## config.mk

```make
export PLATFORM = sky130hd
export DESIGN_NAME = wkup_pwr_seq
export DESIGN_NICKNAME = d
export VERILOG_FILES = /design/src/rtl/wkup_pkg.sv /design/src/rtl/wkup_rst_sync.sv /design/src/rtl/wkup_sec_cnt.sv /design/src/rtl/wkup_flag_bank.sv /design/src/rtl/wkup_pwr_seq.sv
export SDC_FILE = /design/constraint.sdc
export NUM_CORES = 1
export LEC_CHECK = 0
export ABC_AREA = 1
export BUFFER_PORTS_ARGS = -buffer_cell sky130_fd_sc_hd__buf_2
export CAP_MARGIN = 20
export CORE_AREA = 2 2 40 42
export CTS_CLUSTER_DIAMETER = 40
export DETAILED_ROUTE_END_ITERATION = 8
export DIE_AREA = 0 0 42 44
export MAX_ROUTING_LAYER = met4
export PLACE_DENSITY = 0.69
export SLEW_MARGIN = 20
export SYNTH_ARGS = -nofsm -noshare
export SYNTH_HDL_FRONTEND = slang
export SYNTH_HIERARCHICAL = 1
export SYNTH_SLANG_ARGS = --single-unit
```

## constraint.sdc

```tcl
create_clock -name clk -period 0.8 [get_ports clk]
set_input_delay 0.04 -clock clk [delete_from_list [all_inputs] [get_ports clk]]
set_output_delay 0.04 -clock clk [all_outputs]
set_load 0.01 [all_outputs]
```

## src/rtl/wkup_pkg.sv

```systemverilog
package wkup_pkg;
  typedef enum logic [1:0] {
    SEQ_IDLE = 2'd0,
    SEQ_WAIT = 2'd1,
    SEQ_ON   = 2'd2
  } seq_state_t;

  localparam int FLAG_WAKE = 0;
  localparam int FLAG_KICK = 1;
  localparam int NUM_FLAGS = 2;
endpackage

```

## src/rtl/wkup_rst_sync.sv

```systemverilog
module wkup_rst_sync #(
  parameter int STAGES = 2
) (
  input  logic clk,
  input  logic rst_n,
  output logic rst_sync_n
);
  logic [STAGES-1:0] sync_q;

  always_ff @(posedge clk or negedge rst_n) begin
    if (!rst_n) sync_q <= '0;
    else        sync_q <= {sync_q[STAGES-2:0], 1'b1};
  end

  assign rst_sync_n = sync_q[STAGES-1];
endmodule

```

## src/rtl/wkup_sec_cnt.sv

```systemverilog
module wkup_sec_cnt #(
  parameter int LIMIT = 2
) (
  input  logic                       clk,
  input  logic                       rst_n,
  input  logic                       clr,
  input  logic                       cnt_en,
  output logic [$clog2(LIMIT+1)-1:0] cnt,
  output logic                       hit
);
  localparam int W = $clog2(LIMIT + 1);
  localparam logic [W-1:0] LAST = W'(LIMIT - 1);
  localparam logic [W-1:0] FULL = W'(LIMIT);

  logic [W-1:0] cnt_d;

  // saturating count of qualified seconds; clear has priority
  always_comb begin
    cnt_d = cnt;
    if (clr)                        cnt_d = '0;
    else if (cnt_en && cnt != FULL) cnt_d = cnt + W'(1);
  end

  always_ff @(posedge clk or negedge rst_n) begin
    if (!rst_n) cnt <= '0;
    else        cnt <= cnt_d;
  end

  // pulses once, on the tick that completes the interval
  assign hit = cnt_en && !clr && (cnt == LAST);
endmodule

```

## src/rtl/wkup_flag_bank.sv

```systemverilog
module wkup_flag_bank #(
  parameter int N = 2
) (
  input  logic         clk,
  input  logic         rst_n,
  input  logic [N-1:0] set,
  input  logic [N-1:0] clr,
  output logic [N-1:0] q
);
  logic [N-1:0] q_d;

  for (genvar i = 0; i < N; i++) begin : g_flag
    // a set and a clear in the same cycle leave the flag set
    always_comb q_d[i] = set[i] | (q[i] & ~clr[i]);

    always_ff @(posedge clk or negedge rst_n) begin
      if (!rst_n) q[i] <= 1'b0;
      else        q[i] <= q_d[i];
    end
  end
endmodule

```

## src/rtl/wkup_pwr_seq.sv

```systemverilog
module wkup_pwr_seq
  import wkup_pkg::*;
#(
  parameter int TIMEOUT_SEC = 2,
  parameter int KS_MIN_SEC  = 2
) (
  input  logic clk,
  input  logic rst_n,
  input  logic sec_tick,
  input  logic wake_evt,
  input  logic ks_n,
  input  logic vcc_ok,
  input  logic osc_en,
  input  logic chain_rst,
  input  logic pab_wr,
  input  logic pab_wdata,
  input  logic wf_clr,
  input  logic kf_clr,
  output logic pwr_oe,
  output logic irq_oe,
  output logic wf,
  output logic kf,
  output logic pab
);
  localparam int TO_W = $clog2(TIMEOUT_SEC + 1);
  localparam int KS_W = $clog2(KS_MIN_SEC + 1);

  logic           rst_sync_n;
  seq_state_t     state_q, state_d;
  logic           tick_ok;
  logic           ks_fire, to_hit;
  logic [TO_W-1:0] to_cnt;
  logic [KS_W-1:0] ks_cnt;
  logic           start, success;
  logic           pab_q, pab_d;
  logic           irq_q, irq_d;
  logic [NUM_FLAGS-1:0] flag_set, flag_clr, flag_q;

  wkup_rst_sync #(.STAGES(2)) u_rst (
    .clk(clk), .rst_n(rst_n), .rst_sync_n(rst_sync_n)
  );

  // a second counts only while the divider chain is running
  assign tick_ok = sec_tick & osc_en & ~chain_rst;

  wkup_sec_cnt #(.LIMIT(KS_MIN_SEC)) u_ks_cnt (
    .clk(clk), .rst_n(rst_sync_n),
    .clr(ks_n), .cnt_en(~ks_n & tick_ok),
    .cnt(ks_cnt), .hit(ks_fire)
  );

  assign start   = (state_q == SEQ_IDLE) && (wake_evt || ks_fire);
  assign success = (state_q == SEQ_WAIT) && vcc_ok;

  wkup_sec_cnt #(.LIMIT(TIMEOUT_SEC)) u_to_cnt (
    .clk(clk), .rst_n(rst_sync_n),
    .clr(start), .cnt_en((state_q == SEQ_WAIT) & tick_ok),
    .cnt(to_cnt), .hit(to_hit)
  );

  assign flag_set[FLAG_WAKE] = wake_evt;
  assign flag_set[FLAG_KICK] = ks_fire;
  assign flag_clr[FLAG_WAKE] = wf_clr;
  assign flag_clr[FLAG_KICK] = kf_clr;

  wkup_flag_bank #(.N(NUM_FLAGS)) u_flags (
    .clk(clk), .rst_n(rst_sync_n),
    .set(flag_set), .clr(flag_clr), .q(flag_q)
  );

  always_comb begin
    state_d = state_q;
    unique case (state_q)
      SEQ_IDLE: if (start) state_d = SEQ_WAIT;
      SEQ_WAIT: begin
        if (vcc_ok)      state_d = SEQ_ON;
        else if (to_hit) state_d = SEQ_IDLE;
      end
      SEQ_ON:   if (pab_q) state_d = SEQ_IDLE;
      default:  state_d = SEQ_IDLE;
    endcase
  end

  always_comb begin
    pab_d = pab_q;
    if (success)     pab_d = 1'b0;
    else if (pab_wr) pab_d = pab_wdata;
  end

  always_comb begin
    if (success) irq_d = 1'b1;
    else         irq_d = irq_q & (flag_q[FLAG_WAKE] | flag_q[FLAG_KICK]);
  end

  always_ff @(posedge clk or negedge rst_sync_n) begin
    if (!rst_sync_n) begin
      state_q <= SEQ_IDLE;
      pab_q   <= 1'b1;
      irq_q   <= 1'b0;
    end else begin
      state_q <= state_d;
      pab_q   <= pab_d;
      irq_q   <= irq_d;
    end
  end

  assign pwr_oe = (state_q != SEQ_IDLE);
  assign irq_oe = irq_q;
  assign wf     = flag_q[FLAG_WAKE];
  assign kf     = flag_q[FLAG_KICK];
  assign pab    = pab_q;
endmodule

```

Word level (Yosys, flattened, before mapping) --
Index checks and enable logic that the tools add are counted.
Cells by class: add/subtract/negate cells 2, bitwise operators 14, reduce and logical (&&, ||, !) cells 17, eq/ne operators 9, muxes and demuxes 12
Operator list (count):
- 2-to-1 mux 2 bit | 8
- logical AND 1 bit | 8
- nonzero test 2 bit | 4
- bitwise AND 1 bit | 7
- equality test 2 x 1 -> 1 bit, second input constant | 3
- inequality test 2 bit, second input constant | 3
- case mux 2 bit (3 select lines) | 1
- adder 2 x 1 -> 2 bit, second input constant | 2
- NOT 1 bit | 4
- 2-to-1 mux 1 bit | 3
- inequality test 3 bit, second input constant | 1
- OR 1 bit | 3
- AND reduction 3 bit | 1
- equality test 2 bit, second input constant | 1
- logical NOT 1 bit | 2
- logical NOT 2 bit | 1
- inequality test 2 x 1 -> 1 bit, second input constant | 1
- logical OR 1 bit | 1
Storage, ports and cells: output and inout port bits 5, logic and storage cells 62, input port bits 12, register bits after elaboration 12

Logic depth before layout (Yosys ltp) --
Gate-level depths: netlist of run 1.
depth in word-level cells 13, gate-level depth with buffers 10, gate-level depth less buffers 10

Modules after synthesis --
The synthesis of run 1 kept the hierarchy.
By module, submodules not included:
- wkup_sec_cnt | times used 2, area an instance 142.6 µm², sequential area each 50.0 µm², cells each 20
- wkup_pwr_seq | times used 1, area an instance 205.2 µm², sequential area each 101.3 µm², cells each 28
- wkup_flag_bank | times used 1, area an instance 80.1 µm², sequential area each 50.0 µm², cells each 10
- wkup_rst_sync | times used 1, area an instance 53.8 µm², sequential area each 50.0 µm², cells each 3

Least setup slack after synthesis of run 1 --
Ideal clock, no wire load.
path kind reg-to-reg, start point register u_ks_cnt.cnt[0], end point register state_q[0], buffers on the path 0, clock period less this slack 1.194 ns, stages on the path, launching flop included 10, required time 0.681 ns, setup time 0.119 ns, data arrival time 1.074 ns, slack -0.394 ns, cells stage by stage dfrtp_1 ha_1 nand2_1 nor2_1 o21ai_2 inv_1 nor2_1 nor2_1 nand3_1 nand2_1
On the way: longest elaborated chain between the ends 9, elaborated cells on any way between the ends 10, those cells by class eq/ne: 3; reduce/logical: 7
Ends and longest elaborated chain:
- from (decl) | line wkup_sec_cnt.sv:8 | output logic [$clog2(LIMIT+1)-1:0] cnt,
- from (signal assigned) | line wkup_sec_cnt.sv:26 | else cnt <= cnt_d;
- equality test 2 x 1 -> 1 bit | line wkup_sec_cnt.sv:30 | assign hit = cnt_en && !clr && (cnt == LAST);
- logical AND 1 bit | line wkup_sec_cnt.sv:30
- net ks_fire | line wkup_pwr_seq.sv:31 | logic ks_fire, to_hit;
- logical OR 1 bit | line wkup_pwr_seq.sv:52 | assign start = (state_q == SEQ_IDLE) && (wake_evt || ks_fire);
- logical AND 1 bit | line wkup_pwr_seq.sv:52
- net start | line wkup_pwr_seq.sv:34 | logic start, success;
- logical NOT 1 bit | line wkup_sec_cnt.sv:30
- logical AND 1 bit (2 in series) | line wkup_sec_cnt.sv:30
- net to_hit | line wkup_pwr_seq.sv:31
- inequality test 3 bit (no source line)
- AND reduction 3 bit (no source line)
- to (signal assigned) | line wkup_pwr_seq.sv:101 | state_q <= state_d;
- to (decl) | line wkup_pwr_seq.sv:29 | seq_state_t state_q, state_d;
The timed path passes the listed nets, and every way through them passes these cells. A chain may end at the register's enable or synchronous reset.

Worst setup path after layout of run 1 --
Same ends and word-level chain as after synthesis.

==> out/qor_table.md, run 1 <==
| Parameter | Reported |
| --- | --- |
| Worst hold path class | input pin to flop |
| Pre-CTS setup slack | -429 ps |
| Post-synth net total | 97 |
| Sw Ratio | 34.5% |
| Final WS setup | -500 ps |
| Max Cap Viol | 0 |
| First-pass GRT wire length | 2.66 mm |
| Via/cell ratio | 4.59 |
| Die width | 42 um |
| Clock power frac | 20.3% |
| IO Pins | 17 |
| Maximum operating frequency | 769 MHz |
| Count of distinct cell types in the synthesized netlist | 12 |
| Maximum number of pins on one net before global-route repair | 11 |
| Clock tree from TritonCTS | yes |
| Average detailed-routed wire length per instance | 11.2 um |
| Number of warnings reported in the yosys synthesis log | 6 |
| Endpoints failing setup | 14 |
| Part of the total power dissipated in sequential elements | 36.0% |
| Placement row count | 14 |
| Routed wire length | 1.54 mm |
| Number of remaining DRC errors | 0 |
| Wire length on met2 | 925 um |
| Internal power contribution | 1.54 mW |
| CTS sink count | 12 |
| Failing checks | setup timing |
| Die height | 44 um |
| Count of TritonRoute iterations in the first routing pass | 4 |
| Buffer cell driving the clock tree root | clkbuf_4 |
| Number of antenna-violating nets in the routed design | 0 |
| Floorplan die area | 1850 um^2 |
| Peak supply drop | 1520 uV |
| Count of mapped cells out of synthesis | 81 |
| Synth top area cells | dfrtp_1 (44%), inv_1 (13%), nand2_1 (12%), ha_1 (8.0%), nand3_1 (8.0%) |
| Critical path data arrival time | 1470 ps |
| Aggregate global-route resource usage | 20.0% |
| Synthesized area per cell | 7.71 um^2 |
| Power density relative to cell area | 2230 nW/um^2 |
| Met3 wire len | 31 um |
| Net Sw Power | 0.807 mW |
| Number of fill cells | 106 |
| Number of register bits inferred by synthesis | 12 |
| Summed instance area of the synthesized netlist | 624 um^2 |
| Vias in the first global route | 682 |
| Global placement routability congestion | 0.722 |
| Kind of start point of the critical path | flop |
| Max Transition Viols Final | 0 |
| Diode insertion count for antenna repair | 0 |
| Core Footprint | 1420 um^2 |
| Critical-path maximum fanout | 2 |
| Share of final-layout standard cells stronger than drive strength 1 | 53.7% |
| Proportion of power drawn by combinational gates | 43.7% |
| Leak pwr | 0.576 nW |
| DR vias | 629 |
| Number of antenna violations at the first check in global routing | 0 |
| Number of buffers created by CTS | 3 |
| Final period util | 162% |
| Top-area cell type share of the netlist area | 44.1% |
| Maximum count of clock buffers along a single path | 2 |
| Initial DRC Count | 6 |
| Routed metal-1 wire length | 570 um |
| Kind of critical path | flop to flop |
| Top routing layer in use | met4 |
| Proportion of synthesized chip area in sequential cells | 48.3% |
| PortBufs | 16 |
| Worst Skew | 4.83 ps |
| Layout area overhead | 68.5% |
| RSZ-0062 raised after global routing | yes |
| Outcome | complete, but fails checks |
| Remaining global-route overflow | 0 |
| Critical path capture point type | flop |
| Sum Neg Setup Slack | -3030 ps |
| Total number of nets in the final design | 138 |
| Maximum level of the CTS H-tree | 1 |
| Final period demand of the worst path | 1300 ps |
| Number of hold-slack violations in the final timing report | 0 |
| Initial Util | 44.0% |
| Post-synth top area cell | dfrtp_1 |
| Critical path data required time | 970 ps |
| Insertion delay to the later sink of the worst-skew pair | 270 ps |
| Clock-pin slew reported for the worst setup and hold paths after clock tree synthesis | 80 ps |
| Post-DP HPWL | 1.01 mm |
## logic make-up (layout without fill, tap and decap cells)
group | count (synthesis) | count (layout) | share of synthesized area [%]
AO/OA/AOI/OAI | 3 | 3 | 3.01
adder cells (fa/ha/maj) | 4 | 4 | 8.02
buffers and inverters | 22 | 62 | 13.2
flip-flops | 12 | 12 | 48.3
other | 1 | 1 | 0.601
AND/OR/NAND/NOR | 39 | 39 | 26.9
## Yosys cell counts (all sizes together)
cell type and number:
conb 1, ha 4, nor2 8, nand3b 1
o21ai 3, dfrtp 11, nand2 20, nand3 10
inv 22, dfstp 1
## registers in the layout, indices dropped and copies added, names as in the netlist
register,cells
u_rst/sync_q,2
irq_oe,1
pab,1
u_flags/q,2
state_q,2
u_to_cnt/cnt,2
u_ks_cnt/cnt,2
## per-layer routing
metal | global-route usage (%) | up-vias
met5 | - | -
met4 | 11.6 | 0
met3 | 2.50 | 2
met2 | 36.6 | 8
met1 | 20.5 | 300
li1 | - | 319
## cells in the final DEF (no fill, tap or decap)
cell type / instances
dfrtp_1: 11
ha_4: 2
nand2_4: 2
dlygate4sd3_1: 4
nand3b_1: 1
nor2_1: 3
buf_4: 13
o21ai_2: 2
nand3_2: 4
conb_1: 1
nor2_4: 1
dfstp_2: 1
nand3_1: 5
clkbuf_4: 3
inv_2: 7
nand2_1: 15
buf_6: 6
clkbuf_8: 1
inv_1: 13
nor2_2: 4
o21ai_0: 1
ha_1: 2
nand3_4: 1
buf_2: 13
inv_4: 2
nand2_2: 3
## worst max-delay path: stages (launching register included)
cell and delay [ps]:
dfrtp_1 420, ha_4 180, nand2_4 60, nor2_4 40, o21ai_2 160, inv_2 80, nor2_2 90, nor2_1 50
nand3_1 70, nand2_1 50
## per-stage QoR
stage / cell area (um^2) / hold WS (ps) / std cells / util [%] / total power [mW]
floorplan: 632 / -256 / 81 / - / 1.13
global placement: 822 / -174 / 125 / 57.9 / 1.46
detailed placement: 822 / -172 / 125 / 57.9 / 1.49
CTS: 992 / 11.8 / 136 / 69.9 / 2.28
global route: 1050 / 25.4 / 137 / 74.2 / 2.50
finish: 1050 / 9.99 / 137 / 74.2 / 2.34
## cell type report
cell class	instances	area [um^2]	share of cell area [%]
clock buffer	4	36.3	3.45
sequential	12	302	28.7
multi-input combinational	47	337	32.0
timing repair buffer	36	270	25.7
tap	16	20.0	1.90
inverter	22	87.6	8.32
## path summary, 6_finish.rpt
check	start	slack (ps)	end	cells after the start
worst min register to register	u_rst/sync_q[1]	150	u_ks_cnt/cnt[0]	0
worst max register to register	u_ks_cnt/cnt[0]	-500	state_q[0]	9
worst min-delay path	wake_evt	10	state_q[0]	3
min in group asynchronous	rst_n	70	u_rst/sync_q[0]	2
max in group asynchronous	u_rst/sync_q[1]	330	pab	0
worst max-delay path	u_ks_cnt/cnt[0]	-500	state_q[0]	9
## power groups by stage
stage | Sequential [mW] | Combinational (mW) | Clock, mW
after floorplan | 0.836 | 0.292 | 0
after global placement | 0.823 | 0.640 | 0
after detailed placement | 0.831 | 0.664 | 0
after CTS | 0.841 | 0.941 | 0.493
after global routing | 0.860 | 1.12 | 0.517
final | 0.844 | 1.02 | 0.475
## repair_timing
item	4_1_cts	5_1_grt
endpoints found under the setup margin	14	14
buffers inserted	6	3
gates cloned	0	0
pin swaps	4	7
hold buffers	4	0
hold endpoints to repair	4	0
resized for setup	23	15
(Power assumes the default switching activity.)
==> inputs of run 2 (changes only) <==
==> constraint.sdc (replaced) <==
create_clock -name clk -period 0.8 [get_ports clk]
set_input_delay 0 -clock clk [delete_from_list [all_inputs] [get_ports clk]]
set_output_delay 0 -clock clk [all_outputs]
set_load 0.01 [all_outputs]
==> run 2 against run 1 <==
  * Final cell count up 1.5%
  * Clock power hardly changed
  * The flow still finishes with violations (setup timing)
  * Via count grew 0.48%
  * Worst setup slack worse by 5.9 ps
  * Highest routed layer unchanged
  * Largest cell class unchanged
  * Utilization increased by 0.53 points
  * Critical path depth is the same
  * Clock skew is 0.96 ps lower
==> out/qor_table.md, run 2 (synthesized netlist as in run 1, its figures left out) <==
| Parameter | Reported | Delta |
| --- | --- | --- |
| Cell area after placement | 822 um^2 | unchanged |
| First-pass GRT wire length | 2.66 mm | about the same |
| Max Transition Viols Final | 0 | unchanged |
| DR vias | 632 | was 629 |
| Kind of start point of the critical path | flop | unchanged |
| Number of remaining DRC errors | 0 | unchanged |
| Initial DRC Count | 6 | unchanged |
| Count of TritonRoute iterations in the first routing pass | 4 | unchanged |
| Number of hold-slack violations in the final timing report | 0 | unchanged |
| Post-DP HPWL | 1.01 mm | unchanged |
| Critical path data required time | 960 ps | was 970 ps |
| Total number of nets in the final design | 140 | was 138 |
| Maximum operating frequency | 766 MHz | was 769 MHz |
| Worst setup path startpoint | u_ks_cnt/cnt[0] | unchanged |
| Maximum count of clock buffers along a single path | 2 | unchanged |
| Buffer cell driving the clock tree root | clkbuf_4 | unchanged |
| Launch point of the worst reg-to-reg path | u_ks_cnt/cnt[0] | unchanged |
| Critical path capture point type | flop | unchanged |
| Outcome | complete, but fails checks | unchanged |
| Peak supply drop | 1430 uV | was 1520 uV |
| Cell count of the worst reg-to-reg path | 9 | unchanged |
| Overall power of the completed layout | 2.25 mW | was 2.34 mW |
| Endpoints failing setup | 13 | was 14 |
| Kind of critical path | flop to flop | unchanged |
| Floorplan die area | 1850 um^2 | unchanged |
| Average detailed-routed wire length per instance | 11.8 um | was 11.2 um |
| Final-layout worst hold slack | 25.4 ps | was 9.99 ps |
| Power density relative to cell area | 2130 nW/um^2 | was 2230 nW/um^2 |
| Number of antenna violations at the first check in global routing | 0 | unchanged |
| Placement row count | 14 | unchanged |
| Aggregate global-route resource usage | 20.3% | was 20.0% |
| Diode insertion count for antenna repair | 0 | unchanged |
| Number of fill cells | 107 | was 106 |
| Delay-heaviest family, CP | flip-flops | unchanged |
| Number of buffers created by CTS | 3 | unchanged |
| Top library cells by usage in the layout, fill and taps aside | nand2_1 (18), inv_1 (14), buf_2 (13) | was nand2_1 (15), inv_1 (13), buf_2 (13), buf_4 (13), dfrtp_1 (11) |
| Global placement routability congestion | 0.722 | unchanged |
| Die width | 42 um | unchanged |
| Worst R2R Setup Slack | -510 ps | was -500 ps |
| CTS sink count | 12 | unchanged |
| Area of all sequential standard cells | 302 um^2 | unchanged |
| Layout area overhead | 69.7% | was 68.5% |
| Summed area of non-filler cells in the final layout | 1060 um^2 | was 1050 um^2 |
| Number of antenna-violating nets in the routed design | 0 | unchanged |
| Max Cap Viol | 0 | unchanged |
| Remaining global-route overflow | 0 | unchanged |
| Cell with the biggest individual delay on the critical path | dfrtp_1 | unchanged |
| Worst hold path class | input pin to async pin | was input pin to flop |
| Final period demand of the worst path | 1310 ps | was 1300 ps |
| Die height | 44 um | unchanged |
| Routed wire length | 1.64 mm | was 1.54 mm |
| Final WS setup | -506 ps | was -500 ps |
| RSZ-0062 raised after global routing | yes | unchanged |
| End of the worst register-to-register path | state_q[0] | unchanged |
| Via/cell ratio | 4.55 | was 4.59 |
| Clock-pin slew reported for the worst setup and hold paths after clock tree synthesis | 70 ps | was 80 ps |
| Share of final-layout standard cells stronger than drive strength 1 | 48.8% | was 53.7% |
| Pre-CTS setup slack | -429 ps | unchanged |
| Critical path data arrival time | 1470 ps | about the same |
| Initial Util | 44.0% | unchanged |
| Critical-path maximum fanout | 2 | unchanged |
| Leading cell type in the layout, fill and taps excluded | nand2_1 | unchanged |
| Vias in the first global route | 681 | was 682 |
| Worst Skew | 3.87 ps | was 4.83 ps |
| Final period util | 163% | was 162% |
| Failing checks | setup timing | unchanged |
| PortBufs | 16 | unchanged |
| Leak pwr | 0.580 nW | was 0.576 nW |
| IO Pins | 17 | unchanged |
| Multi-input combinational cell area | 320 um^2 | was 337 um^2 |
| Ordered cell list for the critical path | ha_4 > nand2_4 > nor2_4 > o21ai_2 > inv_2 > nor2_2 > nor2_1 > nand3_1 > nand2_1 | unchanged |
| Maximum level of the CTS H-tree | 1 | unchanged |
| Insertion delay to the later sink of the worst-skew pair | 270 ps | about the same |
| Buffers plus inverters on the worst setup path | 1 | unchanged |
| Max incr delay on CP | 420 ps | about the same |
| Clock tree from TritonCTS | yes | unchanged |
| Core Footprint | 1420 um^2 | unchanged |
| Maximum number of pins on one net before global-route repair | 11 | unchanged |
## run 2: worst max path at each step
stage,end,cells after the start
3_5_place_dp,state_q[0],9
4_1_cts,state_q[0],10
6_report,state_q[0],9
5_1_grt,state_q[0],9
3_3_place_gp,state_q[0],9
2_1_floorplan,state_q[0],9
## run 2: cell type report
class	instances	share of cell area (%)
clock buffer	4	3.42
inverter	22	8.26
multi-input combinational	47	30.2
sequential	12	28.5
tap	16	1.89
timing repair buffer	38	27.7
## run 2: metal layers
layer	up-vias	part of all wire (%)	GRT usage, %	wire length (um)
met5	-	0	-	0
met4	0	1.6	9.68	26
met2	8	57	39.4	933
met3	4	2.1	2.50	35
li1	324	-	-	-
met1	296	39	19.7	641
## run 2: what timing repair did
| item | 4_1_cts | 5_1_grt |
|---|---|---|
| pin swaps | 1 | 6 |
| hold endpoints to repair | 6 | 0 |
| buffers inserted | 4 | 2 |
| hold buffers | 6 | 0 |
| setup endpoints to repair | 14 | 14 |
| resized for setup | 17 | 15 |
## run 2: stage by stage
stage / utilization [%] / std cells / TNS [ps]
6_report: 74.7 / 139 / -2980
5_1_grt: 74.7 / 139 / -3760
4_1_cts: 70.4 / 138 / -2720
3_5_place_dp: 57.9 / 125 / -2300
3_3_place_gp: 57.9 / 125 / -1960
2_1_floorplan: - / 81 / -1340
## run 2: power breakdown
group	switching (mW)	internal, mW
sequential	0.113	0.727
combinational	0.456	0.484
clock	0.197	0.276
total	0.765	1.49
